$ cat src/rtl/fmon_pkg.sv
package fmon_pkg;

    localparam int unsigned DEF_N_IN       = 8;
    localparam int unsigned DEF_RELOAD_CYC = 1000;

    typedef enum logic {
        RL_IDLE = 1'b0,
        RL_BUSY = 1'b1
    } rl_state_e;

    // One input is at fault when it is enabled and sits at its fault level
    function automatic logic bit_hit(input logic lvl, input logic msk, input logic sns);
        return !msk && (lvl == sns);
    endfunction

endpackage

$ cat src/rtl/fmon_reload.sv
module fmon_reload
    import fmon_pkg::*;
#(
    parameter int unsigned N_IN       = DEF_N_IN,
    parameter int unsigned RELOAD_CYC = DEF_RELOAD_CYC
) (
    input  logic            clk,
    input  logic            rst,
    input  logic            cfg_load,
    input  logic [N_IN-1:0] cfg_mask,
    input  logic [N_IN-1:0] cfg_sense,
    output logic [N_IN-1:0] act_mask,
    output logic [N_IN-1:0] act_sense,
    output logic            busy
);

    localparam int unsigned CW = (RELOAD_CYC > 1) ? $clog2(RELOAD_CYC) : 1;
    localparam logic [CW-1:0] CNT_START = CW'(RELOAD_CYC - 1);

    rl_state_e       state_q;
    logic [CW-1:0]   cnt_q;
    logic [N_IN-1:0] shd_mask_q, shd_sense_q;
    logic [N_IN-1:0] act_mask_q, act_sense_q;
    logic            last_w;

    assign last_w = (cnt_q == '0);

    always_ff @(posedge clk) begin
        if (rst) begin
            state_q     <= RL_IDLE;
            cnt_q       <= '0;
            shd_mask_q  <= '1;
            shd_sense_q <= '0;
            act_mask_q  <= '1;
            act_sense_q <= '0;
        end else if (cfg_load) begin
            state_q     <= RL_BUSY;
            cnt_q       <= CNT_START;
            shd_mask_q  <= cfg_mask;
            shd_sense_q <= cfg_sense;
        end else if (state_q == RL_BUSY) begin
            if (last_w) begin
                state_q     <= RL_IDLE;
                act_mask_q  <= shd_mask_q;
                act_sense_q <= shd_sense_q;
            end else begin
                cnt_q <= cnt_q - 1'b1;
            end
        end
    end

    assign busy      = (state_q == RL_BUSY);
    assign act_mask  = act_mask_q;
    assign act_sense = act_sense_q;

    // reload keeps going until the counter is spent
    a_r5_busy_holds: assert property (@(posedge clk) disable iff (rst)
        (busy && !last_w && !cfg_load) |=> busy);

    // reload ends when the counter is spent
    a_r5_busy_ends: assert property (@(posedge clk) disable iff (rst)
        (busy && last_w && !cfg_load) |=> !busy);

    // any load pulse (re)starts a full count
    a_r8_restart: assert property (@(posedge clk) disable iff (rst)
        cfg_load |=> (busy && cnt_q == CNT_START));

    // applied words change only at the completion edge
    a_r7_atomic: assert property (@(posedge clk) disable iff (rst)
        !(busy && last_w && !cfg_load) |=> ($stable(act_mask_q) && $stable(act_sense_q)));

endmodule

$ cat src/rtl/fmon_bit_det.sv
module fmon_bit_det
    import fmon_pkg::*;
(
    input  logic lvl,
    input  logic msk,
    input  logic sns,
    output logic hit
);

    assign hit = bit_hit(lvl, msk, sns);

endmodule

$ cat src/rtl/fault_mon.sv
module fault_mon
    import fmon_pkg::*;
#(
    parameter int unsigned N_IN       = DEF_N_IN,
    parameter int unsigned RELOAD_CYC = DEF_RELOAD_CYC
) (
    input  logic            clk,
    input  logic            rst,
    input  logic [N_IN-1:0] mon_in,
    input  logic            cfg_load,
    input  logic [N_IN-1:0] cfg_mask,
    input  logic [N_IN-1:0] cfg_sense,
    output logic            fault,
    output logic            busy
);

    logic [N_IN-1:0] act_mask, act_sense, hit;
    logic            busy_w;
    logic            fault_q;

    fmon_reload #(
        .N_IN       (N_IN),
        .RELOAD_CYC (RELOAD_CYC)
    ) reload_i (
        .clk       (clk),
        .rst       (rst),
        .cfg_load  (cfg_load),
        .cfg_mask  (cfg_mask),
        .cfg_sense (cfg_sense),
        .act_mask  (act_mask),
        .act_sense (act_sense),
        .busy      (busy_w)
    );

    for (genvar gi = 0; gi < N_IN; gi++) begin : g_det
        fmon_bit_det det_i (
            .lvl (mon_in[gi]),
            .msk (act_mask[gi]),
            .sns (act_sense[gi]),
            .hit (hit[gi])
        );
    end

    always_ff @(posedge clk) begin
        if (rst) begin
            fault_q <= 1'b0;
        end else if (cfg_load || busy_w) begin
            fault_q <= 1'b0;
        end else begin
            fault_q <= |hit;
        end
    end

    assign fault = fault_q;
    assign busy  = busy_w;

    // flag held low after a load pulse and during reload
    a_r6_blank: assert property (@(posedge clk) disable iff (rst)
        (busy_w || cfg_load) |=> !fault);

    // a fully masked bank never flags
    a_r2_all_masked: assert property (@(posedge clk) disable iff (rst)
        (&act_mask) |=> !fault);

    // reset state
    a_r9_reset: assert property (@(posedge clk)
        rst |=> (!fault && !busy && (&act_mask) && (act_sense == '0)));

endmodule

$ cat config.mk
export PLATFORM = sky130hd
export DESIGN_NAME = fault_mon
export DESIGN_NICKNAME = d
export VERILOG_FILES = /design/src/rtl/fmon_pkg.sv /design/src/rtl/fmon_reload.sv /design/src/rtl/fmon_bit_det.sv /design/src/rtl/fault_mon.sv
export SDC_FILE = /design/constraint.sdc
export NUM_CORES = 1
export LEC_CHECK = 0
export ABC_AREA = 1
export BUFFER_PORTS_ARGS = -buffer_cell sky130_fd_sc_hd__buf_2
export CAP_MARGIN = 15
export CORE_UTILIZATION = 45
export CTS_CLUSTER_DIAMETER = 60
export DETAILED_ROUTE_END_ITERATION = 7
export PLACE_DENSITY = 0.62
export SETUP_SLACK_MARGIN = 0.5
export SLEW_MARGIN = 20
export SYNTH_ARGS = -nofsm -noshare
export SYNTH_HDL_FRONTEND = slang
export SYNTH_SLANG_ARGS = --single-unit
$ cat constraint.sdc
create_clock -name clk -period 3.7 [get_ports clk]
set_input_delay 0.37 -clock clk [delete_from_list [all_inputs] [get_ports clk]]
set_output_delay 0.37 -clock clk [all_outputs]
set_load 0.01 [all_outputs]
-- Word-level counts from Yosys, hierarchy flattened
Cells that the tools add are included.
W data, S select, Z words.
- eq/ne operators: 9
- multiplexer cells: 6
- add/subtract/negate cells: 1
- bitwise logic cells: 2
- reductions and logical operators: 25
- operator list (kind ; number):
    $mux W10 ; 3
    $logic_not A10 Y1 ; 1
    $sub A10 B1 Y10 const B ; 1
    $eq A1 B1 Y1 ; 8
    $logic_and A1 B1 Y1 ; 8
    $logic_not A1 Y1 ; 8
    $reduce_or A8 Y1 ; 1
    $reduce_and A2 Y1 ; 2
    $reduce_or A2 Y1 ; 2
    $mux W1 ; 3
    $reduce_and A3 Y1 ; 1
    $ne A2 B2 Y1 const B ; 1
    $not A1 Y1 ; 2
    $reduce_bool A2 Y1 ; 1
    $logic_or A1 B1 Y1 ; 1
- logic and storage cells: 51
- output and inout bits: 2
- flip-flop bits (word level): 44
- input port bits: 27

-- Longest topological paths before layout
Gate-level depths: netlist of the first run.
- depth in word-level cells: 4
- mapped depth: 11
- depth with buffers taken out: 10

-- Cells and area by module
From an unflattened synthesis of the first run, not the netlist that was laid out.
- cell total of the unflattened synthesis: 290
- area total of the unflattened synthesis: 1984.4 µm²
- modules (own cells, without submodules) (module ; area an instance (µm²) ; instances ; cells each ; seq. area each (µm²)):
    fmon_reload ; 1742.9 ; 1 ; 230 ; 860.8
    fmon_bit_det ; 22.5 ; 8 ; 6 ; 0.0
    fault_mon ; 61.3 ; 1 ; 12 ; 20.0

-- Worst setup path before layout of the first run
OpenSTA, ideal clock, no wires.
- path kind: register to register
- from: register reload_i.cnt_q[0]
- to: register reload_i.act_sense_q[2] (netlist: reload_i.act_sense[2])
- path slack: 2.317 ns
- arrival: 1.267 ns
- period minus slack after synthesis: 1.383 ns
- setup time: 0.116 ns
- path buffers: 1
- required time: 3.584 ns
- cell stages (with the launch flop): 9
- path through: dfxtp_1 > inv_1 > ha_1 > nand2_2 > nor2_8 > nand4_4 > buf_6 > o21ai_1 > a21oi_1
- word-level cells in the longest chain between the ends: 2
- RTL lines (item ; line ; text):
    start, declared ; fmon_reload.sv:21 ; logic [CW-1:0] cnt_q;
    start signal, assigned ; fmon_reload.sv:47 ; cnt_q <= cnt_q - 1'b1;
    $logic_not A10 Y1 ; fmon_reload.sv:26 ; assign last_w = (cnt_q == '0);
    $reduce_and A3 Y1 (no source line) ; n/a ;
    end signal, assigned ; fmon_reload.sv:45 ; act_sense_q <= shd_sense_q;
    end, declared ; fmon_reload.sv:23 ; logic [N_IN-1:0] act_mask_q, act_sense_q;
Every way passes these cells.
A chain may end at the register's enable or synchronous reset.

-- Final worst setup path of the first run
- from: register reload_i.cnt_q[0]
- to: register reload_i.act_sense_q[1] (netlist: reload_i.act_sense[1])
The elaborated chain is that of the path after synthesis.

==> parameters.txt, run 1 <==
Parameter                              Value

CTS
  Clock transition at the registers of the reported paths    0.09 ns
  CTS buffer count    5
  Root buf cell    sky130_fd_sc_hd__clkbuf_8
  Clock latency on the worst-skew pair    0.30 ns
  Count of buffers added by post-CTS timing repair for setup    0
  Post_cts resized    0
  H-Tree Depth    2
  CTS Hold Bufs    0
  TritonCTS clock tree    built
  Clk buf depth    2
  CTS sink cnt    44

Synth
  Mapped cell area    0.00193 mm²
  Synth async-reset ratio    0%
  Total of flip-flops plus latches after synthesis    44
  Instance count of the mapped netlist    255
  Number of synthesis warnings    0
  Synth top area share    45.7%
  Cell with the most instances after synthesis    sky130_fd_sc_hd__nand2_1
  Dominant register cell in the synthesized netlist    sky130_fd_sc_hd__dfxtp_1
  Top cell types by occurrence after synthesis    sky130_fd_sc_hd__nand2_1 (47), sky130_fd_sc_hd__dfxtp_1 (44), sky130_fd_sc_hd__nor2_1 (34)
  Post-synthesis area per instance    7.56 µm²
  Area contributors post-synth    sky130_fd_sc_hd__dfxtp_1 (46%), sky130_fd_sc_hd__nand2_1 (9.2%), sky130_fd_sc_hd__nor2_1 (6.6%)
  Number of nets in the synthesized netlist    283
  Fraction of the yosys area taken by sequential cells    45.7%
  Count of flip-flops with a built-in enable after synthesis    0
  Distinct cell type count after synthesis    26
  Synth area leader    sky130_fd_sc_hd__dfxtp_1

Global route
  Largest net degree at the start of global routing    30
  Total routing usage reported by global routing    19.0%
  Remaining Overflow, GRT    0
  Initial antenna violation count    0
  Global-route wire length before repair    6400 µm
  Via count of the first global-routing pass    1410

Placed design
  Routability-driven placement congestion ratio    0.770
  Dpl cell area    0.00206 mm²
  IO buf count    28
  Instance count after placement with tap cells included    322
  Dpl ws    1.93 ns
  Post-DP HPWL    2530 µm

Timing
  Minimum hold slack    0.254 ns
  Period Utilization, post-route    45.8%
  Final critical delay including setup and external delays    1.69 ns
  Slew at the pin with the worst max-slew slack    0.782 ns
  Maximum achievable frequency    590 MHz
  Min setup slack post-route    2.01 ns
  Relative slew slack    47.8%
  RSZ-0062 raised after global routing    false
  Setup tns final    0 ns
  Setup-violating endpoint count in the final report    0
  Final max-slew violation count    0
  Final clock skew    0.00967 ns
  Count of final hold-check violations    0

Drt
  Count of routing violations after the opening detailed-route iteration    113
  Number of search-and-repair iterations in the first detailed-routing pass    4
  Overall via count from detail_route    1614
  Met3 Routed Length    158 µm
  Vias per cell    4.89
  Wire length per cell after detailed routing    11.4 µm
  Residual DRC count    0
  Highest routing layer actually used    met4
  Number of nets with antenna violations after routing    0
  M1 WL    1960 µm
  Sum of met2 wire segment lengths after detailed routing    1590 µm
  Wirelength, routed    3750 µm

Layout
  Sequential standard cell area    881 µm²
  Post-layout instance count excluding filler cells    330
  Layout overhead on the synthesized area    13.4%
  Cell area after layout    0.00218 mm²
  Final-layout fill cell count    416
  Antenna cells    0
  Nets    307
  Area used by multi-input combinational logic    863 µm²
  Share of final-layout standard cells stronger than drive strength 1    16.8%
  Final design utilization    53.8%

Power and ir drop
  Power Density    464 mW/mm²
  Lkg Pwr    1.07 nW
  Worst IR Drop VDD    0.000266 V
  Total power draw    1.01 mW

Die
  Initial Util    47.5%
  Core ar.    0.00406 mm²
  Chip width    67.4 µm
  Num rows    23
  DIE AREA    0.00455 mm²
  IO Pins    29
  Chip Height    67.4 µm

Setup path
  Crit path launch type    flip-flop
  R2R setup slack    2.01 ns
  CP startpoint    reload_i.cnt_q[0]$_SDFFE_PP0P_
  Reg-to-Reg Start    reload_i.cnt_q[0]$_SDFFE_PP0P_
  Classification of the worst setup path    reg -> reg
  Nature of the critical path endpoint    flip-flop
  Critical path required time    3.89 ns
  Maximum fanout encountered on the critical timing path    23
  Data arrival time of the critical path    1.88 ns

Min path
  Worst Hold Class    in -> reg
  Worst Hold Launch    cfg_mask[4]

Job
  Reported max-cap violation count    0

Status
  Status    completed
-- cells in the final DEF (no fill, tap or decap) --
cell	netlist	layout
sky130_fd_sc_hd__ha_1	1	1
sky130_fd_sc_hd__bufinv_16	0	1
sky130_fd_sc_hd__o21ai_0	18	18
sky130_fd_sc_hd__nand3_2	1	1
sky130_fd_sc_hd__o21ai_1	5	5
sky130_fd_sc_hd__buf_4	0	1
sky130_fd_sc_hd__or2_2	1	1
sky130_fd_sc_hd__o22ai_1	3	3
sky130_fd_sc_hd__dfxtp_1	44	44
sky130_fd_sc_hd__clkinv_1	1	1
sky130_fd_sc_hd__nand2_4	1	1
sky130_fd_sc_hd__clkinv_4	0	1
sky130_fd_sc_hd__xor2_1	9	9
sky130_fd_sc_hd__nor2_1	34	34
sky130_fd_sc_hd__nand4_1	5	5
sky130_fd_sc_hd__inv_2	1	1
sky130_fd_sc_hd__clkbuf_8	0	6
sky130_fd_sc_hd__nand2_2	2	2
sky130_fd_sc_hd__nand3_1	18	18
sky130_fd_sc_hd__buf_2	5	28
sky130_fd_sc_hd__nor2_8	1	1
sky130_fd_sc_hd__nand2_1	47	47
sky130_fd_sc_hd__nor2_2	2	2
sky130_fd_sc_hd__xnor2_1	1	1
sky130_fd_sc_hd__nand4_4	1	1
sky130_fd_sc_hd__inv_1	27	27
sky130_fd_sc_hd__a21oi_1	16	16
sky130_fd_sc_hd__o211ai_1	4	4
-- cell type report --
type | count | share of cell area (%)
tap | 50 | 2.86
inverter | 29 | 4.98
clock inverter | 2 | 1.78
clock buffer | 6 | 3.78
multi-input combinational | 170 | 39.5
timing repair buffer | 29 | 6.76
sequential | 44 | 40.3
-- logic make-up (layout without fill, tap and decap cells) --
logic type      after synthesis  in the layout  share of synthesized area (%)
fa+ha+maj                     1              1                          0.649
simple gates                113            113                           26.9
buf+inv                      41             66                           9.48
xor+xnor                     10             10                           4.55
flops                        44             44                           45.7
compound gates               46             46                           12.7
-- final timing paths --
kind / cells past startpoint / to
worst max-delay path: 7 / reload_i.act_sense[1]$_SDFFE_PP0P_
worst min-delay path: 3 / reload_i.shd_mask_q[4]$_SDFFE_PP1P_
worst max register to register: 7 / reload_i.act_sense[1]$_SDFFE_PP0P_
worst min register to register: 2 / reload_i.shd_mask_q[0]$_SDFFE_PP1P_
-- where the power goes --
part / internal [mW] / total (mW) / switching [mW]
registers: 0.496 / 0.512 / 0.0155
logic: 0.0434 / 0.112 / 0.0682
clock network: 0.221 / 0.389 / 0.169
total: 0.761 / 1.01 / 0.252
-- metal layers --
metal / GRT usage, % / vias up
li1: - / 861
met1: 25.9 / 724
met2: 28.0 / 23
met3: 5.24 / 6
met4: 7.98 / 0
met5: 0 / -
-- critical path, cell delays in order, from the launching register on --
cell                      delay [ns]
sky130_fd_sc_hd__dfxtp_1        0.31
sky130_fd_sc_hd__inv_1          0.11
sky130_fd_sc_hd__ha_1           0.21
sky130_fd_sc_hd__nand2_2        0.13
sky130_fd_sc_hd__nor2_8         0.18
sky130_fd_sc_hd__nand4_4        0.29
sky130_fd_sc_hd__o21ai_0        0.28
sky130_fd_sc_hd__a21oi_1        0.06
-- flip-flops by register name (all words and copies together) (netlist names) --
register	cells
reload_i.act_mask	8
reload_i.shd_sense_q	8
reload_i.act_sense	8
fault	1
reload_i.cnt_q	10
reload_i.busy	1
reload_i.shd_mask_q	8
(Power assumes the default switching activity.)
==> run 2: changes to the inputs <==
Settings changed: PLACE_DENSITY 0.62 to 0.65.
Clock period 3.7 ns to 1.45 ns, I/O delays scaled along.
==> parameters.txt, run 2 (synthesized netlist as in run 1, its figures left out) <==
Parameter                              Value

Status
  Status    completed

Global route
  Total routing usage reported by global routing    22.1% (+3.1 points)
  Via count of the first global-routing pass    1685 (+20%)
  Global-route wire length before repair    7340 µm (+15%)
  Largest net degree at the start of global routing    20 (-33%)
  Remaining Overflow, GRT    0 (unchanged)
  Initial antenna violation count    0 (unchanged)

Drt
  Overall via count from detail_route    1807 (+12%)
  Residual DRC count    0 (unchanged)
  Number of nets with antenna violations after routing    0 (unchanged)
  Wire length per cell after detailed routing    13.1 µm (+16%)
  Count of routing violations after the opening detailed-route iteration    108 (-4.4%)
  Number of search-and-repair iterations in the first detailed-routing pass    4 (unchanged)
  Wirelength, routed    4760 µm (+27%)
  Vias per cell    4.99 (+2.1%)

Die
  Chip width    67.4 µm (unchanged)
  Num rows    23 (unchanged)
  Chip Height    67.4 µm (unchanged)
  Core ar.    0.00406 mm² (unchanged)
  DIE AREA    0.00455 mm² (unchanged)
  IO Pins    29 (unchanged)
  Initial Util    47.5% (unchanged)

Layout
  Top register by number of flip-flops    reload_i.cnt_q
  Largest register FFs    10 (unchanged)
  Cell area after layout    0.00264 mm² (+21%)
  Most frequent cells in the layout    sky130_fd_sc_hd__nand2_1 (44), sky130_fd_sc_hd__dfxtp_1 (36), sky130_fd_sc_hd__buf_2 (28), sky130_fd_sc_hd__nor2_1 (27), sky130_fd_sc_hd__buf_4 (27)
  Most common library cell in the layout ignoring fill and taps    sky130_fd_sc_hd__nand2_1
  Final design utilization    65.0% (+11 points)
  Sequential standard cell area    893 µm² (+1.4%)
  Area used by multi-input combinational logic    0.00106 mm² (+23%)
  Layout overhead on the synthesized area    36.9%
  Final-layout fill cell count    364 (-13%)
  Nets    340 (+11%)
  Antenna cells    0 (unchanged)
  Share of final-layout standard cells stronger than drive strength 1    36.5% (+20 points)

Timing
  Count of final hold-check violations    0 (unchanged)
  Setup tns final    0 ns (unchanged)
  Slew at the pin with the worst max-slew slack    0.420 ns (-0.362 ns)
  Setup-violating endpoint count in the final report    0 (unchanged)
  Final max-slew violation count    0 (unchanged)
  Final clock skew    0.00789 ns (-0.00178 ns)
  Maximum achievable frequency    713 MHz (+21%)
  Relative slew slack    72.0% (+24 points)
  RSZ-0062 raised after global routing    true
  Period Utilization, post-route    96.7% (+51 points)
  Final critical delay including setup and external delays    1.40 ns (-0.292 ns)

Setup path
  Data arrival time of the critical path    1.58 ns (-0.30 ns)
  Critical path required time    1.63 ns (-2.26 ns)
  Nature of the critical path endpoint    flip-flop
  Crit path launch type    flip-flop
  Maximum fanout encountered on the critical timing path    7 (-70%)
  Classification of the worst setup path    reg -> reg

CTS
  Clk buf depth    2 (unchanged)
  Clock transition at the registers of the reported paths    0.08 ns (about the same)
  CTS sink cnt    44 (unchanged)
  Clock latency on the worst-skew pair    0.30 ns (about the same)
  Root buf cell    sky130_fd_sc_hd__clkbuf_8
  TritonCTS clock tree    built
  H-Tree Depth    2 (unchanged)
  CTS buffer count    5 (unchanged)

Placed design
  Dpl cell area    0.00216 mm² (+4.9%)
  IO buf count    28 (unchanged)
  Post-DP HPWL    2650 µm (+5.0%)
  Routability-driven placement congestion ratio    0.794 (+3.1%)

Min path
  Worst Hold Class    in -> reg

Power and ir drop
  Switch share    25.6% (+0.66 points)
  Internal power consumption    2.09 mW (+170%)
  Lkg Pwr    1.27 nW (+18%)
  Worst IR Drop VDD    0.000589 V (+120%)
  Power Density    1060 mW/mm² (+130%)
  Combinational cell fraction of total power    17.0% (+6.0 points)
  Net Switching    717 µW (+180%)
  Clock share of power    36.4% (-2.0 points)
  Relative contribution of sequential cells to total power    46.7% (-3.8 points)

Job
  Reported max-cap violation count    0 (unchanged)
==> run 2: cell count changes in the layout (fill, tap and decap cells not counted), moves of 4 or more <==
cell and delta:
sky130_fd_sc_hd__inv_2 +4, sky130_fd_sc_hd__inv_1 -4, sky130_fd_sc_hd__o21ai_0 -8, sky130_fd_sc_hd__buf_4 +26, sky130_fd_sc_hd__dfxtp_2 +7, sky130_fd_sc_hd__o21ai_2 +5
sky130_fd_sc_hd__nor2_1 -7, sky130_fd_sc_hd__dfxtp_1 -8, sky130_fd_sc_hd__nor2_2 +5
==> run 2: area by class of cell <==
cell class,count,share of cell area [%]
Timing Repair Buffer,58,14.6
Sequential cell,44,33.9
Inverter,29,4.17
Multi-Input combinational cell,174,40.3
Clock inverter,1,1.14
Tap cell,50,2.37
Clock buffer,6,3.56
==> run 2: repair_timing <==
action                     4_1_cts  5_1_grt
buffers inserted                16        4
gates resized for setup         16       30
setup endpoints to repair       29       29
cloned                           3        1
pin swaps                        5       11
hold buffers                     0        0
==> run 2: metrics by stage <==
stage	total power [mW]	worst slack, ns	hold slack [ns]	std cells
4_1_cts	2.77	0.0881	0.0354	357
2_1_floorplan	1.56	0.205	0.255	255
5_1_grt	2.91	-0.0175	0.0377	362
3_5_place_dp	1.66	-0.0472	0.342	331
6_report	2.80	0.0478	0.0402	362
3_3_place_gp	1.66	0.0205	0.339	331
==> run 2: power by group through the flow <==
stage	combinational (mW)	sequential, mW	clock (mW)
2_1_floorplan	0.236	1.32	0
3_3_place_gp	0.324	1.33	0
3_5_place_dp	0.328	1.33	0
4_1_cts	0.427	1.30	1.04
5_1_grt	0.522	1.31	1.07
6_report	0.476	1.31	1.02
==> run 2: worst max-delay path, cell delays in order, from the launching register on <==
cell	delay, ns
sky130_fd_sc_hd__dfxtp_2	0.33
sky130_fd_sc_hd__inv_2	0.07
sky130_fd_sc_hd__ha_4	0.15
sky130_fd_sc_hd__nand2_4	0.07
sky130_fd_sc_hd__nor2_8	0.15
sky130_fd_sc_hd__buf_12	0.13
sky130_fd_sc_hd__nand2_8	0.06
sky130_fd_sc_hd__nand2_8	0.07
sky130_fd_sc_hd__buf_4	0.12
sky130_fd_sc_hd__buf_4	0.09
sky130_fd_sc_hd__a21oi_1	0.05
==> run 2: worst paths after layout <==
kind | slack, ns | cells after the start | to | startpoint
max | 0.05 | 10 | reload_i.busy$_SDFF_PP0_ | reload_i.cnt_q[1]$_SDFFE_PP0P_
min | 0.04 | 3 | reload_i.shd_mask_q[4]$_SDFFE_PP1P_ | cfg_mask[4]
min reg2reg | 0.45 | 2 | reload_i.act_sense[2]$_SDFFE_PP0P_ | reload_i.act_sense[2]$_SDFFE_PP0P_
max reg2reg | 0.05 | 10 | reload_i.busy$_SDFF_PP0_ | reload_i.cnt_q[1]$_SDFFE_PP0P_
==> run 2: per-layer routing <==
layer	part of all wire, %	track usage (%)	vias to the layer above
li1	-	-	941
met1	48	28.2	817
met2	46	35.0	41
met3	3.6	5.41	8
met4	2.0	9.84	0
met5	0	0	-
==> run 3: changes to the inputs <==
Settings changed: CORE_UTILIZATION 45 to 50, PLACE_DENSITY 0.65 to 0.71.
==> parameters.txt, run 3 (synthesized netlist as in run 1, its figures left out) <==
Parameter                              Value

Layout
  Nets    334 (-1.8%)
  Antenna cells    0 (unchanged)
  Share of final-layout standard cells stronger than drive strength 1    34.2% (-2.3 points)
  Largest register FFs    10 (unchanged)
  Final design utilization    69.3% (+4.3 points)
  Layout overhead on the synthesized area    32.7%
  Most common library cell in the layout ignoring fill and taps    sky130_fd_sc_hd__nand2_1
  Post-layout instance count excluding filler cells    355 (-1.9%)
  Most frequent cells in the layout    sky130_fd_sc_hd__nand2_1 (42), sky130_fd_sc_hd__dfxtp_1 (38), sky130_fd_sc_hd__nor2_1 (29), sky130_fd_sc_hd__buf_2 (28), sky130_fd_sc_hd__inv_1 (24)
  Top register by number of flip-flops    reload_i.cnt_q

CTS
  Clk buf depth    2 (unchanged)
  H-Tree Depth    2 (unchanged)
  Clock transition at the registers of the reported paths    0.08 ns (about the same)
  Clock latency on the worst-skew pair    0.31 ns (about the same)
  Root buf cell    sky130_fd_sc_hd__clkbuf_8
  CTS sink cnt    44 (unchanged)
  CTS Hold Bufs    0 (unchanged)
  TritonCTS clock tree    built
  CTS buffer count    5 (unchanged)

Die
  Initial Util    52.2% (+4.8 points)
  Chip Height    64.1 µm (-5.0%)
  Num rows    22 (-4.3%)
  IO Pins    29 (unchanged)
  Core ar.    0.00369 mm² (-9.1%)
  DIE AREA    0.00411 mm² (-9.7%)
  Chip width    64.1 µm (-5.0%)

Setup path
  Nature of the critical path endpoint    flip-flop
  Family of cells with the greatest summed delay on the critical path    simple AND/OR/NAND/NOR gates
  Classification of the worst setup path    reg -> reg
  CP startpoint    reload_i.cnt_q[1]$_SDFFE_PP0P_
  Reg-to-Reg Start    reload_i.cnt_q[1]$_SDFFE_PP0P_
  Data arrival time of the critical path    1.60 ns (+0.02 ns)
  Number of buffers and inverters on the critical path    2 (-2)
  Critical path required time    1.65 ns (+0.02 ns)
  CP cell instances    inv_2 > ha_4 > nand2_4 > nor2_8 > buf_4 > nand4_4 > o21ai_1 > a21oi_1
  Crit-path max cell delay    0.33 ns (about the same)
  Maximum fanout encountered on the critical timing path    6 (-1)
  Slowest CP cell    sky130_fd_sc_hd__dfxtp_2
  Crit path launch type    flip-flop

Timing
  Relative slew slack    80.6% (+8.6 points)
  Min setup slack post-route    0.0566 ns (+0.00887 ns)
  Final max-slew violation count    0 (unchanged)
  Final critical delay including setup and external delays    1.39 ns (-0.00887 ns)
  Slew at the pin with the worst max-slew slack    0.291 ns (-0.129 ns)
  Count of final hold-check violations    0 (unchanged)
  Setup-violating endpoint count in the final report    0 (unchanged)
  Final clock skew    0.0104 ns (+0.00255 ns)
  Maximum achievable frequency    718 MHz (+0.64%)
  RSZ-0062 raised after global routing    true
  Period Utilization, post-route    96.1% (-0.61 points)

Power and ir drop
  Total power draw    2.72 mW (-2.9%)
  Power Density    1060 mW/mm² (+0.19%)
  Lkg Pwr    1.23 nW (-2.7%)
  Worst IR Drop VDD    0.000667 V (+13%)

Drt
  Number of search-and-repair iterations in the first detailed-routing pass    4 (unchanged)
  Residual DRC count    0 (unchanged)
  Vias per cell    5.03 (+0.73%)
  Count of routing violations after the opening detailed-route iteration    109 (+0.93%)
  Wire length per cell after detailed routing    13.1 µm (-0.32%)
  Wirelength, routed    4650 µm (-2.3%)
  Number of nets with antenna violations after routing    0 (unchanged)
  Overall via count from detail_route    1785 (-1.2%)

Global route
  Largest net degree at the start of global routing    20 (unchanged)
  Via count of the first global-routing pass    1639 (-2.7%)
  Global-route wire length before repair    7390 µm (+0.65%)
  Total routing usage reported by global routing    23.7% (+1.6 points)
  Initial antenna violation count    0 (unchanged)
  Remaining Overflow, GRT    0 (unchanged)

Placed design
  Routability-driven placement congestion ratio    0.839 (+5.7%)
  Post-DP HPWL    2560 µm (-3.3%)
  IO buf count    28 (unchanged)
  Dpl ws    -0.0192 ns (+0.0280 ns)
  Instance count after placement with tap cells included    331 (unchanged)

Status
  Status    completed

Job
  Reported max-cap violation count    0 (unchanged)

Min path
  Worst Hold Launch    cfg_mask[5]
  Worst Hold Class    in -> reg
[run 3: changes by cell type in the layout (fill, tap and decap cells not counted), sizes merged]
cell,delta
buf,-5
clkbuf,-1
inv,+2
nand2,-1
[run 3: timing repair]
action,in CTS,in global routing
pin swaps,2,12
hold endpoints to repair,0,0
buffers inserted,9,4
setup endpoints to repair,28,30
gates resized for setup,13,28
cloned,2,1
[run 3: layer usage]
layer	vias to the layer above	track usage (%)	share of wire [%]
met5	-	0	0
met4	0	7.67	1.8
met3	8	6.96	4.3
met2	37	38.8	49
met1	812	29.7	44
li1	928	-	-
[run 3: where the power goes]
part | internal [mW] | leakage, nW | switching [mW]
clock network | 0.521 | 0.0591 | 0.457
registers | 1.27 | 0.365 | 0.0378
logic | 0.190 | 0.808 | 0.248
total | 1.98 | 1.23 | 0.743
[run 3: metrics by stage]
step / hold slack (ns) / setup TNS [ns] / area [µm²]
6_report: 0.0266 / 0 / 2560
5_1_grt: 0.0267 / -0.111 / 2560
4_1_cts: 0.0247 / 0 / 2440
3_5_place_dp: 0.343 / -0.0367 / 2180
3_3_place_gp: 0.338 / 0 / 2180
2_1_floorplan: 0.255 / 0 / 1970
[run 3: final timing paths]
check,slack (ns),end,cells after the start
max,0.06,reload_i.act_sense[4]$_SDFFE_PP0P_,8
min,0.03,reload_i.shd_mask_q[5]$_SDFFE_PP1P_,3
max reg2reg,0.06,reload_i.act_sense[4]$_SDFFE_PP0P_,8
min reg2reg,0.45,reload_i.act_mask[6]$_SDFFE_PP1P_,2
[run 3: tightest hold or removal path: cells and delay by family]
family                 cells  cell delay [ns]
AND/OR/NAND/NOR            2             0.09
buffers and inverters      1             0.07
[run 3: layout make-up]
type | instances | area (µm²)
clock inverters | 3 | 45.0
multi-input cells | 173 | 1030
fillers | 318 | 1130
flip-flops and latches | 44 | 891
clock buffers | 5 | 68.8
well taps | 48 | 60.1
inverters | 29 | 110
repair buffers | 53 | 348
